<file path="src/rtl/mp_serial_node.sv">
module mp_serial_node #(
  parameter int FLIT_W   = 4,
  parameter int MESH_DIM = 4,
  parameter int MY_X     = 1,
  parameter int MY_Y     = 2
) (
  input  logic clk,
  input  logic rst_n,
  input  logic x_in_v,
  input  logic x_in_d,
  input  logic y_in_v,
  input  logic y_in_d,
  output logic x_out_v,
  output logic x_out_d,
  output logic y_out_v,
  output logic y_out_d,
  output logic ej_v,
  output logic ej_d
);

  localparam int CW = (FLIT_W > 2) ? $clog2(FLIT_W) : 1;
  localparam logic [CW-1:0] LAST = CW'(FLIT_W - 1);
  localparam logic [FLIT_W-1:0] XC = FLIT_W'(MY_X);
  localparam logic [FLIT_W-1:0] YC = FLIT_W'(MY_Y);

  typedef enum logic [2:0] {HX, HY, PX, PY, PE} st_t;

  initial begin
    cfg_chk: assert (MESH_DIM <= 2**FLIT_W && MY_X < MESH_DIM && MY_Y < MESH_DIM && FLIT_W >= 2);
  end

  st_t st [2];
  st_t st_n [2];
  logic [CW-1:0] cnt [2];
  logic [CW-1:0] cnt_n [2];
  logic eq [2];
  logic eq_n [2];
  logic iv [2];
  logic id [2];
  logic to_x [2];
  logic to_y [2];
  logic to_e [2];

  assign iv[0] = x_in_v;
  assign iv[1] = y_in_v;
  assign id[0] = x_in_d;
  assign id[1] = y_in_d;

  always_comb begin
    for (int k = 0; k < 2; k++) begin
      logic ref_b, hit, last, hdr, turn;
      ref_b = (st[k] == HX) ? XC[LAST - cnt[k]] : YC[LAST - cnt[k]];
      hit   = eq[k] & (id[k] == ref_b);
      last  = (cnt[k] == LAST);
      hdr   = (st[k] == HX) || (st[k] == HY);
      turn  = iv[k] & hdr & last & hit;
      to_x[k] = iv[k] & (((st[k] == HX) & ~turn) | (st[k] == PX));
      to_y[k] = iv[k] & (((st[k] == HY) & ~turn) | (st[k] == PY));
      to_e[k] = iv[k] & (st[k] == PE);
      st_n[k]  = st[k];
      cnt_n[k] = cnt[k];
      eq_n[k]  = eq[k];
      if (!iv[k]) begin
        st_n[k]  = (k == 0) ? HX : HY;
        cnt_n[k] = '0;
        eq_n[k]  = 1'b1;
      end else if (hdr) begin
        if (last) begin
          cnt_n[k] = '0;
          eq_n[k]  = 1'b1;
          if (st[k] == HX) st_n[k] = turn ? HY : PX;
          else             st_n[k] = turn ? PE : PY;
        end else begin
          cnt_n[k] = cnt[k] + 1'b1;
          eq_n[k]  = hit;
        end
      end
    end
  end

  always_ff @(posedge clk) begin
    if (!rst_n) begin
      st[0]  <= HX;
      st[1]  <= HY;
      cnt[0] <= '0;
      cnt[1] <= '0;
      eq[0]  <= 1'b1;
      eq[1]  <= 1'b1;
      x_out_v <= 1'b0;
      x_out_d <= 1'b0;
      y_out_v <= 1'b0;
      y_out_d <= 1'b0;
      ej_v    <= 1'b0;
      ej_d    <= 1'b0;
    end else begin
      for (int k = 0; k < 2; k++) begin
        st[k]  <= st_n[k];
        cnt[k] <= cnt_n[k];
        eq[k]  <= eq_n[k];
      end
      x_out_v <= to_x[0];
      x_out_d <= to_x[0] & id[0];
      y_out_v <= to_y[0] | to_y[1];
      y_out_d <= to_y[0] ? id[0] : (to_y[1] & id[1]);
      ej_v    <= to_e[0] | to_e[1];
      ej_d    <= to_e[0] ? id[0] : (to_e[1] & id[1]);
    end
  end


  x_fwd_chk: assert property (@(posedge clk) disable iff (!rst_n)
    x_out_v |-> ($past(x_in_v) && x_out_d == $past(x_in_d)));


  idle_zero_chk: assert property (@(posedge clk) disable iff (!rst_n)
    (!x_out_v -> !x_out_d) && (!y_out_v -> !y_out_d) && (!ej_v -> !ej_d));


  ej_src_chk: assert property (@(posedge clk) disable iff (!rst_n)
    ej_v |-> $past(x_in_v || y_in_v));


  pass_hold_chk: assert property (@(posedge clk) disable iff (!rst_n)
    (st[0] == PX && x_in_v) |=> st[0] == PX);


  tail_free_chk: assert property (@(posedge clk) disable iff (!rst_n)
    !x_in_v |=> (st[0] == HX && cnt[0] == '0));


  dead_frag_chk: assert property (@(posedge clk) disable iff (!rst_n)
    (st[0] == HY && $past(st[0]) == HX) |-> !x_out_v);

endmodule

</file>
<file path="config.mk">
export PLATFORM = sky130hd
export DESIGN_NAME = mp_serial_node
export DESIGN_NICKNAME = d
export VERILOG_FILES = /design/src/rtl/mp_serial_node.sv
export SDC_FILE = /design/constraint.sdc
export NUM_CORES = 1
export LEC_CHECK = 0
export ABC_CLOCK_PERIOD_IN_PS = 2400
export CORE_UTILIZATION = 39
export DETAILED_ROUTE_END_ITERATION = 12
export DONT_BUFFER_PORTS = 1
export PLACE_DENSITY = 0.56
export SKIP_CTS_REPAIR_TIMING = 1
export SLEW_MARGIN = 5
export SYNTH_ARGS = -nofsm -noshare
export SYNTH_HDL_FRONTEND = slang
export SYNTH_SLANG_ARGS = --single-unit
</file>
<file path="constraint.sdc">
create_clock -name clk -period 2.4 [get_ports clk]
set_input_delay 0.6 -clock clk [delete_from_list [all_inputs] [get_ports clk]]
set_output_delay 0.6 -clock clk [all_outputs]
set_load 0.005 [all_outputs]
</file>
==> impl_summary.md <==
Floorplan
The die area is 0.002616 sq mm. The vertical die dimension is roughly 51 microns. The initial cell density of the core is 0.4179. After floorplanning, the core was divided into 17 placement rows.

In this run the horizontal extent of the chip is 51.15 microns. The I/O pin count is 12. The core region is 0.002255 sq mm.

GRT
The wire length of the first global-routing pass is between 2000 and 3000 microns. The via count of the first global-routing pass is 611. The global-route usage over all layers is 0.1431. The maximum number of pins on one net before global-route repair is 10.

Global routing finished with a remaining overflow of 0. The number of antenna violations at the first check in global routing is 0.

Worst setup path
The worst register-to-register path has a depth of 9. The setup slack of the most critical reg-to-reg path is 0.46 ns. The largest individual stage delay along the critical path comes from the cell sky130_fd_sc_hd__dfxtp_1.

Along the worst path, the maximum fanout reaches 6. Data on the critical path arrives at its endpoint at 2.11 ns. At the worst endpoint, the required time is about 2.6 ns.

The worst register-to-register path ends at st[0][3]. The beginning of the worst register-to-register path is cnt[0][2]. The critical path goes through inv_1 -> ha_1 -> nor2b_1 -> xnor2_1 -> nor2_1 -> nand2_1 -> ha_1 -> nor2_1 -> a211o_1. The critical path class is register to register. The maximum single-stage delay on the critical path is about 0.42 ns.

The worst setup path is captured at a register. The category of the worst setup path launch point is a register.

Power
The power per unit of standard cell area is 494.0 mW/mm^2. The net switching power of the design is 0.0001079 W. The cell leakage power is 0.4089 nW.

The internal portion of the total power is 0.0003798 W. Of the total power, registers draw 0.646. The power share of the clock group is 0.295. The logic gate share of total power is 0.059. The maximum resistive drop on vdd is roughly 0.00024 V. The switching power as a share of total power is 0.2212.

Timing
The total count of max-transition violations in the final report was 0. The actual transition at the worst max-transition pin is 0.4767 ns. The final clock period utilization by the worst path is 0.8078. Setup repair after global routing left no endpoint under its margin. The final setup violation count is 0.

The final number of hold-violating endpoints is 0. The setup total negative slack is 0 ns. The worst slew slack as a fraction of its limit is 0.6810. The highest clock frequency the design can meet is 515.8 MHz.

For the finished layout, the period the worst path requires is 1.939 ns. The worst clock skew on the final layout is 0.01163 ns.

Placement
The placed instances occupy a cell area of 964.7 sq um. The placed wire-length estimate after detailed placement is 1291 microns. In this run the tool buffered the top-level ports with 0 buffer cells. The global placement routability congestion is 0.8260.

Clocking
The clock passes through at most 2 buffers. In this run, CTS created clock tree buffers numbering 3. In this run the number of H-tree levels came out at 1. The clock latency reported for the late side of the worst-skew pair is 0.29 ns. The TritonCTS clock tree is done.

CTS placed an instance of sky130_fd_sc_hd__clkbuf_4 at the clock tree root. CTS saw 18 sinks. Clock-pin slew was measured on the worst setup and hold paths at 0.10 ns.

Logic synthesis
The number of warnings issued by yosys is 0. The synthesized instance count is approximately 110. Of the post-synthesis cell area, the dominant cell type holds 0.3825. The cell area after synthesis is approximately 940 sq um. Sorting the synthesized cells by area gives the leading types as sky130_fd_sc_hd__dfxtp_1, sky130_fd_sc_hd__ha_1, sky130_fd_sc_hd__nand2_1. The synthesized design spends more area on one cell type than any other, namely sky130_fd_sc_hd__dfxtp_1. The post-synthesis register bit count is 18. For this run, the register share of the synthesized area comes to 0.3825. The count of different cell masters after synthesis is 30. The number of nets in the synthesized netlist is 123. The mean area per synthesized cell is 8.644 sq um.

Detailed routing
Before antenna repair, the detailed router went through 4 iterations. The final wirelength is 1714 microns. The overall via count from detail_route is 728. After the first detailed-routing iteration, the DRC count stood at 12.

The remaining antenna violation count is 0. Dividing the detail-routed via count by the number of cells gives 5.314. The average wire per cell in the routed design is 12.51 microns.

In the routed design, unresolved DRC markers number 0.

Layout
The leading cell type in the layout, fill and taps excluded is sky130_fd_sc_hd__dfxtp_1. The number of diodes added for antenna fixing is 0. After routing the design area is a little under 0.001 sq mm. From synthesis to final layout, the design area changed by 4.781%. In the layout the commonest cells are sky130_fd_sc_hd__dfxtp_1, sky130_fd_sc_hd__nand2_1, sky130_fd_sc_hd__nor2_1. The final layout contains about 130 nets.

Of the cells placed in the final design, the portion with a size suffix greater than 1 is 0.07339.

Worst hold path
In this run the worst hold path is classified as primary input to register. The beginning of the worst hold path is rst_n. Counting instances, the worst hold path has a depth of 1.

For hold timing, the worst endpoint is ej_v.

Flow run
The reported max-cap violation count is 0.

Status
The flow ran to the end, and the final reports show no timing, DRC or antenna violations.
==> cells in the mapped netlist, drive strengths merged <==
| master | count |
|---|---|
| nand4b | 1 |
| nor3 | 6 |
| a211o | 1 |
| nor2b | 1 |
| and4bb | 2 |
| a32o | 1 |
| mux2i | 3 |
| buf | 1 |
| o21a | 1 |
| o21ai | 5 |
| a31oi | 1 |
| and3 | 1 |
| and2 | 2 |
| nand3 | 4 |
| or3 | 1 |
| dfxtp | 18 |
| nor2 | 14 |
| ha | 8 |
| inv | 6 |
| xor2 | 1 |
| a221o | 2 |
| nand2b | 1 |
| a41oi | 1 |
| a211oi | 2 |
| o2bb2ai | 1 |
| a21oi | 5 |
| xnor2 | 4 |
| nand2 | 13 |
| clkbuf | 2 |
==> state kept, by name (all words and copies together) (netlist names) <==
name,flops
cnt,4
ej_d,1
eq,2
x_out_d,1
y_out_v,1
x_out_v,1
st,6
ej_v,1
y_out_d,1
==> final cells by class <==
cell class | instances | area [sq um]
fillers | 244 | 1267
inverters | 6 | 22.52
well taps | 28 | 35.03
multi-input cells | 82 | 546.8
flip-flops and latches | 18 | 360.3
clock buffers | 3 | 22.52
==> worst max-delay path by stage <==
stage	startpoint	endpoint	slack, ns
2_1_floorplan	cnt[0][2]	st[0][3]	0.68
3_3_place_gp	cnt[0][2]	st[0][3]	0.55
3_5_place_dp	cnt[0][2]	st[0][3]	0.49
4_1_cts	cnt[0][2]	st[0][3]	0.46
5_1_grt	st[0][5]	st[0][3]	0.29
6_report	cnt[0][2]	st[0][3]	0.46
==> layer usage <==
layer  routed length [microns]  track usage
met1                       892       0.1993
met2                       717       0.1996
met3                        86      0.04762
met4                        17      0.05556
met5                         0            0
==> worst max-delay path: cells and delay by family (launching register included) <==
| family | cells | cell delay [ns] |
|---|---|---|
| AO/OA/AOI/OAI | 1 | 0.25 |
| adder cells (fa/ha/maj) | 2 | 0.50 |
| flip-flops | 1 | 0.42 |
| XOR/XNOR | 1 | 0.09 |
| buffers and inverters | 1 | 0.07 |
| AND/OR/NAND/NOR | 4 | 0.50 |
==> power by group through the flow <==
stage               Combinational [W]  Clock (W)  Sequential [W]
finish                      0.0000289   0.000144        0.000315
floorplan                   0.0000281          0        0.000320
global route                0.0000341   0.000166        0.000316
detailed placement          0.0000290          0        0.000322
global placement            0.0000284          0        0.000321
CTS                         0.0000292   0.000152        0.000315
==> cells by family after synthesis <==
kind of cell               after synthesis  share of synthesized area
DFF                                     18                     0.3825
muxes                                    3                    0.03187
xor gates and xnor gates                 5                    0.04648
buffers and inverters                    9                    0.03718
adders and majority gates                8                     0.1062
and+or+nand+nor                         46                     0.2444
AOI/OAI and AO/OA                       20                     0.1514
==> through the flow <==
| stage | hold WS (ns) | power (W) | worst slack, ns | std cells | util |
|---|---|---|---|---|---|
| final | 0.4212 | 0.0004877 | 0.4614 | 137 | 0.4378 |
| after global routing | 0.3999 | 0.0005163 | 0.2875 | 137 | 0.4378 |
| after CTS | 0.4150 | 0.0004961 | 0.4604 | 137 | 0.4378 |
| after detailed placement | 0.4785 | 0.0003507 | 0.4856 | 134 | 0.4279 |
| after global placement | 0.4768 | 0.0003497 | 0.5481 | 134 | 0.4279 |
| after floorplan | 0.4553 | 0.0003480 | 0.6812 | 109 | - |
(Power assumes the default switching activity.)
